$ cat config.mk
export PLATFORM = sky130hd
export DESIGN_NAME = sdbg_req_resolver
export DESIGN_NICKNAME = d
export VERILOG_FILES = /design/src/rtl/sdbg_pkg.sv /design/src/rtl/sdbg_hdr_rx.sv /design/src/rtl/sdbg_sel_reg.sv /design/src/rtl/sdbg_addr_map.sv /design/src/rtl/sdbg_req_resolver.sv
export SDC_FILE = /design/constraint.sdc
export NUM_CORES = 1
export LEC_CHECK = 0
export CORE_UTILIZATION = 45
export DETAILED_ROUTE_END_ITERATION = 6
export PLACE_DENSITY = 0.86
export REMOVE_ABC_BUFFERS = 1
export SKIP_CTS_REPAIR_TIMING = 1
export SLEW_MARGIN = 25
export SYNTH_ARGS = -nofsm -noshare
export SYNTH_HDL_FRONTEND = slang
export SYNTH_SLANG_ARGS = --single-unit
$ cat constraint.sdc
create_clock -name clk -period 2.7 [get_ports clk]
set_input_delay 0.405 -clock clk [delete_from_list [all_inputs] [get_ports clk]]
set_output_delay 0.405 -clock clk [all_outputs]
set_load 0.02 [all_outputs]
$ cat src/rtl/sdbg_pkg.sv
package sdbg_pkg;

    typedef enum logic [2:0] {
        ST_IDLE,
        ST_PORT,
        ST_DIR,
        ST_A2,
        ST_A3,
        ST_PAR,
        ST_STOP,
        ST_PARK
    } rx_state_e;

    typedef struct packed {
        logic       is_ap;
        logic       is_read;
        logic [1:0] ofs;     // {A3, A2}
    } req_hdr_t;

    localparam logic [1:0] SEL_OFS = 2'b10;   // offset 0x8 in word units

endpackage

$ cat src/rtl/sdbg_hdr_rx.sv
module sdbg_hdr_rx
    import sdbg_pkg::*;
(
    input  logic     clk,
    input  logic     rst_n,
    input  logic     din,
    output logic     fin_ok,
    output logic     fin_err,
    output req_hdr_t hdr
);

    rx_state_e state_q;
    rx_state_e state_d;
    logic      par_q;
    logic      stop_q;
    logic      frame_good;
    logic      parity_good;

    // state register
    always_ff @(posedge clk) begin
        if (!rst_n) state_q <= ST_IDLE;
        else        state_q <= state_d;
    end

    // transitions
    always_comb begin
        state_d = state_q;
        unique case (state_q)
            ST_IDLE: if (din) state_d = ST_PORT;
            ST_PORT: state_d = ST_DIR;
            ST_DIR:  state_d = ST_A2;
            ST_A2:   state_d = ST_A3;
            ST_A3:   state_d = ST_PAR;
            ST_PAR:  state_d = ST_STOP;
            ST_STOP: state_d = ST_PARK;
            ST_PARK: state_d = ST_IDLE;
            default: state_d = ST_IDLE;
        endcase
    end

    // field capture
    always_ff @(posedge clk) begin
        if (!rst_n) begin
            hdr    <= '0;
            par_q  <= 1'b0;
            stop_q <= 1'b0;
        end else begin
            unique case (state_q)
                ST_PORT: hdr.is_ap   <= din;
                ST_DIR:  hdr.is_read <= din;
                ST_A2:   hdr.ofs[0]  <= din;
                ST_A3:   hdr.ofs[1]  <= din;
                ST_PAR:  par_q       <= din;
                ST_STOP: stop_q      <= din;
                default: ;
            endcase
        end
    end

    // judgement on the park bit
    assign parity_good = ~^{hdr.is_ap, hdr.is_read, hdr.ofs, par_q};
    assign frame_good  = din && !stop_q;
    assign fin_ok      = (state_q == ST_PARK) && frame_good && parity_good;
    assign fin_err     = (state_q == ST_PARK) && !(frame_good && parity_good);

endmodule

$ cat src/rtl/sdbg_sel_reg.sv
module sdbg_sel_reg
    import sdbg_pkg::*;
#(
    parameter int SEL_W   = 32,
    parameter int BANK_W  = 4,
    parameter int APSEL_W = 8
)(
    input  logic             clk,
    input  logic             rst_n,
    input  logic             fin_ok,
    input  logic             fin_err,
    input  req_hdr_t         hdr,
    input  logic             ld,
    input  logic [SEL_W-1:0] wdata,
    output logic [SEL_W-1:0] sel_q
);

    localparam int APSEL_LSB = SEL_W - APSEL_W;
    localparam logic [SEL_W-1:0] RSV_MASK =
        (SEL_W'(1) << APSEL_LSB) - (SEL_W'(1) << (2 * BANK_W));

    logic armed_q;
    logic arm_hit;

    assign arm_hit = !hdr.is_ap && !hdr.is_read && (hdr.ofs == SEL_OFS);

    always_ff @(posedge clk) begin
        if (!rst_n) begin
            armed_q <= 1'b0;
        end else if (fin_ok) begin
            armed_q <= arm_hit;
        end else if (fin_err) begin
            armed_q <= 1'b0;
        end
    end

    always_ff @(posedge clk) begin
        if (!rst_n)             sel_q <= '0;
        else if (ld && armed_q) sel_q <= wdata & ~RSV_MASK;
    end

endmodule

$ cat src/rtl/sdbg_addr_map.sv
module sdbg_addr_map
    import sdbg_pkg::*;
#(
    parameter int SEL_W   = 32,
    parameter int BANK_W  = 4,
    parameter int APSEL_W = 8,
    parameter int ADDR_W  = BANK_W + 4
)(
    input  req_hdr_t           hdr,
    input  logic [SEL_W-1:0]   sel,
    output logic [ADDR_W-1:0]  addr,
    output logic [APSEL_W-1:0] apsel
);

    logic [BANK_W-1:0] bank;

    always_comb begin
        bank  = hdr.is_ap ? sel[2*BANK_W-1:BANK_W] : sel[BANK_W-1:0];
        addr  = {bank, hdr.ofs, 2'b00};
        apsel = sel[SEL_W-1:SEL_W-APSEL_W];
    end

endmodule

$ cat src/rtl/sdbg_req_resolver.sv
module sdbg_req_resolver
    import sdbg_pkg::*;
#(
    parameter int SEL_W   = 32,
    parameter int BANK_W  = 4,
    parameter int APSEL_W = 8,
    parameter int ADDR_W  = BANK_W + 4
)(
    input  logic               clk,
    input  logic               rst_n,
    input  logic               swdio_in,
    input  logic               sel_ld,
    input  logic [SEL_W-1:0]   sel_wdata,
    output logic               req_valid,
    output logic               req_err,
    output logic               req_is_ap,
    output logic               req_is_read,
    output logic [ADDR_W-1:0]  req_addr,
    output logic [APSEL_W-1:0] req_apsel,
    output logic [SEL_W-1:0]   sel_q
);

    req_hdr_t           hdr;
    logic               fin_ok;
    logic               fin_err;
    logic [ADDR_W-1:0]  addr_c;
    logic [APSEL_W-1:0] apsel_c;

    sdbg_hdr_rx u_rx (
        .clk     (clk),
        .rst_n   (rst_n),
        .din     (swdio_in),
        .fin_ok  (fin_ok),
        .fin_err (fin_err),
        .hdr     (hdr)
    );

    sdbg_sel_reg #(.SEL_W(SEL_W), .BANK_W(BANK_W), .APSEL_W(APSEL_W)) u_sel (
        .clk     (clk),
        .rst_n   (rst_n),
        .fin_ok  (fin_ok),
        .fin_err (fin_err),
        .hdr     (hdr),
        .ld      (sel_ld),
        .wdata   (sel_wdata),
        .sel_q   (sel_q)
    );

    sdbg_addr_map #(.SEL_W(SEL_W), .BANK_W(BANK_W), .APSEL_W(APSEL_W),
                    .ADDR_W(ADDR_W)) u_map (
        .hdr   (hdr),
        .sel   (sel_q),
        .addr  (addr_c),
        .apsel (apsel_c)
    );

    // output process
    always_ff @(posedge clk) begin
        if (!rst_n) begin
            req_valid   <= 1'b0;
            req_err     <= 1'b0;
            req_is_ap   <= 1'b0;
            req_is_read <= 1'b0;
            req_addr    <= '0;
            req_apsel   <= '0;
        end else begin
            req_valid <= fin_ok;
            req_err   <= fin_err;
            if (fin_ok) begin
                req_is_ap   <= hdr.is_ap;
                req_is_read <= hdr.is_read;
                req_addr    <= addr_c;
                req_apsel   <= apsel_c;
            end
        end
    end

endmodule

### Word level (Yosys, flattened, before mapping)

Index checks and enable logic that the tools add are counted.

* memories kept: 0
* latch bits: 0
* output and inout port bits: 52
* memory bits (read-only): 0
* register bits after elaboration: 44
* RAM bits: 0
* logic and storage cells: 44
* input bits: 36

* reduce and logical (&&, ||, !) cells: 15
* mux-type cells: 5
* $add $sub $neg: 0
* equality and inequality tests: 9
* bitwise operators: 0
* multipliers: 0
* shifts and indexed selects: 0
* divide/modulo/power cells: 0
* $lt $le $gt $ge: 0

Operator list (count)
* $pmux 3 s8: 1
* $eq 3x3->1 const B: 4
* $logic_and 1x1->1: 8
* $eq 3x2->1 const B: 2
* $reduce_xnor 5->1: 1
* $logic_not 1->1: 4
* $mux 4: 1
* $eq 3x1->1 const B: 1
* $logic_not 3->1: 1
* $mux 3: 1
* $eq 2x2->1 const B: 1
* $mux 1: 2
* $ne 2x2->1 const B: 1
* $reduce_bool 2->1: 1

### Logic depth before layout (Yosys ltp)

* depth after elaboration: 7
* depth in mapped cells: 6

### Modules after synthesis

A second synthesis with hierarchy kept.

* cell total of the unflattened synthesis: 216
* area, all modules: 2225.9 µm²

By module, submodules not included
* sdbg_sel_reg: cells an instance 93, times used 1, area an instance 889.6 µm²
* sdbg_req_resolver: cells an instance 62, times used 1, area an instance 745.7 µm²
* sdbg_hdr_rx: cells an instance 44, times used 1, area an instance 451.7 µm²
* sdbg_addr_map: cells an instance 17, times used 1, area an instance 138.9 µm²

### Worst setup path before layout

Ideal clock, no wire load.

* path type: reg2reg
* start: reg u_rx.hdr[3] (netlist name)
* end: reg req_addr[2]
* data required time: 2628 ps
* library setup time: 72 ps
* arrival time: 1702 ps
* path buffers: 2
* cell stages (with the launch flop): 7
* clock period less this slack: 1773 ps
* slack: 927 ps
* path through: dfxtp_1 buf_6 xnor3_1 xor2_1 nor3_4 buf_8 mux2i_1

* cells in the longest elaborated chain, start to end: 2

Ends and longest elaborated chain
* $reduce_xnor 5->1: line sdbg_hdr_rx.sv:61 `assign parity_good = ~^{hdr.is_ap, hdr.is_read, hdr.ofs, par_q};`
* $logic_and 1x1->1: line sdbg_hdr_rx.sv:63 `assign fin_ok = (state_q == ST_PARK) && frame_good && parity_good;`
* end signal, assigned: line sdbg_req_resolver.sv:72 `req_addr <= addr_c;`
* end, declared: line sdbg_req_resolver.sv:18 `output logic [ADDR_W-1:0] req_addr,`

No other way between the ends.
A chain may end at the register's enable or synchronous reset.

### Worst setup path after layout

* start: reg u_rx.par_q
* end: reg req_addr[6]

* cells in the longest elaborated chain, start to end: 2

Ends and longest elaborated chain
* start, declared: line sdbg_hdr_rx.sv:14 `logic par_q;`
* start signal, assigned: line sdbg_hdr_rx.sv:53 `ST_PAR: par_q <= din;`
* $reduce_xnor 5->1: line sdbg_hdr_rx.sv:61
* $logic_and 1x1->1: line sdbg_hdr_rx.sv:63

No other way between the ends.

==> metrics.csv <==
stage;metric;value;unit
clock_network;Max clock buf depth;2;
pwr;Peak VDD IR;0.287;mV
sta;final setup vio count;0;
place;Detailed Place HPWL;2.69;mm
route;via count;1530;
clock_network;CTS tree;done;
sta;post-layout min period;1.80;ns
grt;GRT Util Overall;17.6;%
grt;antenna violations before repair;0;
die;core area;4090;µm²
grt;first-pass GRT wire length;6.04;mm
clock_network;CTS root buf;clkbuf_8;
sta;FMAX;555;MHz
setup_path;crit-path cells;xnor3_1 -> xor2_1 -> nor3_4 -> buf_4 -> o211a_1;
clock_network;Reg clk slew, reported paths;0.07;ns
die;row count;23;
run_status;status;finished, final reports clean;
pwr;total power;1.20;mW
setup_path;cell family with most CP delay;XOR/XNOR gates;
cells_and_area;fillcell total;357;
sta;max-slew violation total from the final report;0;
setup_path;Critical Path Slowest Stage Cell;xnor3_1;
setup_path;crit-path max FO;8;
grt;grt ovf;0;
cells_and_area;commonest non-fill, non-tap cells in the layout;60 x nand2_1, 52 x clkdlybuf4s50_1, 44 x dfxtp_1;
hold_path;Hold Path Depth;2;
logic_synthesis;Seq/Total Area, Yosys;44.8;%
setup_path;RR Endpoint;req_addr[6];
place;worst slack, placed;0.706;ns
clock_network;total clock buffers created by CTS;5;
clock_network;H-Tree Depth;2;
cells_and_area;Cell Count, Final, Fillers Out;318;
cells_and_area;fin util;62.0;%
cells_and_area;fraction of layout cells with a size suffix above 1;4.85;%
hold_path;Hold EP;req_addr[3];
flow_run;max-cap violation count;0;
setup_path;R2R depth;5;
place;placed cells;311;
setup_path;Crit. End Element;flop;
route;drt wl/cell;11.9;µm
sta;Worst Tran Pin Value;0.754;ns
logic_synthesis;post-synthesis cell count;220;
route;Pre-antenna DRT Iters;4;
setup_path;Worst Path Buf+Inv;1;
grt;largest net degree at the start of global routing;50;
route;vias per inst;4.81;
grt;vias in the first global route;1339;
setup_path;Worst setup SP type;flop;
cells_and_area;most common cell after layout, fill and taps aside;nand2_1;
logic_synthesis;#FFs+latches synth;44;
logic_synthesis;yosys warns;0;
route;drt initial violations;69;
route;Routed WL;3.78;mm
logic_synthesis;top cells by area, synth;dfxtp_1 45%, nand2_1 11%, mux2i_1 10%;
hold_path;Min-Delay Startpoint;req_addr[3];
clock_network;Skew-Pair Late Insertion Delay;0.28;ns
logic_synthesis;synthesized area per cell;8.93;µm²
setup_path;WP data arrival;1.98;ns
die;initial core utilization;48.1;%
cells_and_area;post-route cell area;2530;µm²
logic_synthesis;number of distinct library cells after synthesis;28;
die;die area;4640;µm²
sta;Final period util;66.7;%
setup_path;CP peak stage delay;0.46;ns
place;RePlAce Congestion;0.778;
die;die extent in x;68.1;µm
cells_and_area;Syn-to-layout area delta;28.9;%
cells_and_area;# diodes;0;
logic_synthesis;area leader, netlist;dfxtp_1;
sta;Hold WS;0.456;ns
setup_path;CP Class;reg -> reg;
cells_and_area;nets;304;
die;I/O pin count;88;
pwr;Power Density;472;nW/µm²
route;drt drc;0;
place;port bufs;53;
sta;skew final;0.00411;ns
place;Area after DPL;2440;µm²
logic_synthesis;synthesized area;1970;µm²
setup_path;Worst EP required;2.88;ns
setup_path;reg-to-reg slack, setup;0.90;ns
sta;Setup TNS Final;0;ns
sta;RSZ-0062 raised after global routing;no;
setup_path;reg-to-reg startpoint;u_rx.par_q;
sta;Final Hold Vio Count;0;
route;post-route ant nets;0;
clock_network;Clock Sinks;44;
die;die height;68.1;µm
pwr;Pleak;0.920;nW
sta;Final WS setup;0.898;ns
hold_path;HP Class;reg -> reg;
setup_path;number of cells on the critical path;5;
sta;Worst slew margin;49.7;%
logic_synthesis;Synth top area share;44.8;%
-- flip-flops by register name (all words and copies together), names as in the netlist, 3 cells and up --
| signal | cells |
|---|---|
| u_sel.sel_q | 16 |
| req_apsel | 8 |
| req_addr | 6 |
| u_rx.hdr | 4 |
| u_rx.state_q | 3 |
-- final cells by class --
class / instances / area (µm²) / share of cell area [%]
multi-input cells: 160 / 938 / 37.0
repair buffers: 57 / 556 / 21.9
flip-flops and latches: 44 / 881 / 34.8
clock buffers: 7 / 96.3 / 3.80
well taps: 50 / 62.6 / 2.47
-- kinds of logic after synthesis --
family | count (synthesis) | share of synthesized area (%)
other | 1 | 0.191
multiplexers | 20 | 10.2
buffers and inverters | 33 | 10.7
AO/OA/AOI/OAI | 26 | 10.1
flip-flops | 44 | 44.8
AND/OR/NAND/NOR | 91 | 21.1
XOR/XNOR | 5 | 2.93
-- cell usage after synthesis --
library cell  instances
nor3_1                2
xnor3_1               1
a21oi_1               1
nor2b_1               5
buf_4                18
nor3b_1               2
o211a_1               4
xnor2_1               3
dfxtp_1              44
nand4bb_1             1
buf_8                 1
nor4_1                1
and2_1                2
clkbuf_1             13
nand3_1               5
buf_6                 1
nand2b_1              3
a21boi_0             15
mux2i_1              20
conb_1                1
nor3_4                1
o21ai_0               2
nand4_1               1
xor2_1                1
nor2_1                6
nand3b_1              2
a21boi_1              4
nand2_1              60
-- power breakdown --
part	leakage [nW]	total [mW]	internal, mW	switching [mW]
combinational	0.514	0.103	0.0459	0.0576
sequential	0.355	0.664	0.654	0.0102
clock	0.0503	0.428	0.228	0.200
total	0.920	1.20	0.928	0.268
-- tightest hold or removal path, stage by stage (launching register included) --
cell and delay (ns):
dfxtp_1 0.31, nand2_1 0.05, mux2i_1 0.05
-- worst max-delay path by stage --
stage / end / from
after floorplan: req_addr[2] / u_rx.hdr[3]
after global placement: req_addr[2] / swdio_in
after detailed placement: req_is_ap / swdio_in
after CTS: req_addr[6] / u_rx.par_q
after global routing: req_is_ap / u_rx.par_q
final: req_addr[6] / u_rx.par_q
-- routing by layer --
layer	part of all wire, %	wire (µm)	track usage [%]
met2	47	1780	30.0
met1	46	1740	21.1
met3	5.5	210	3.50
met4	1.3	51	7.81
met5	0	0	0
Power figures use the tool's default switching activity.
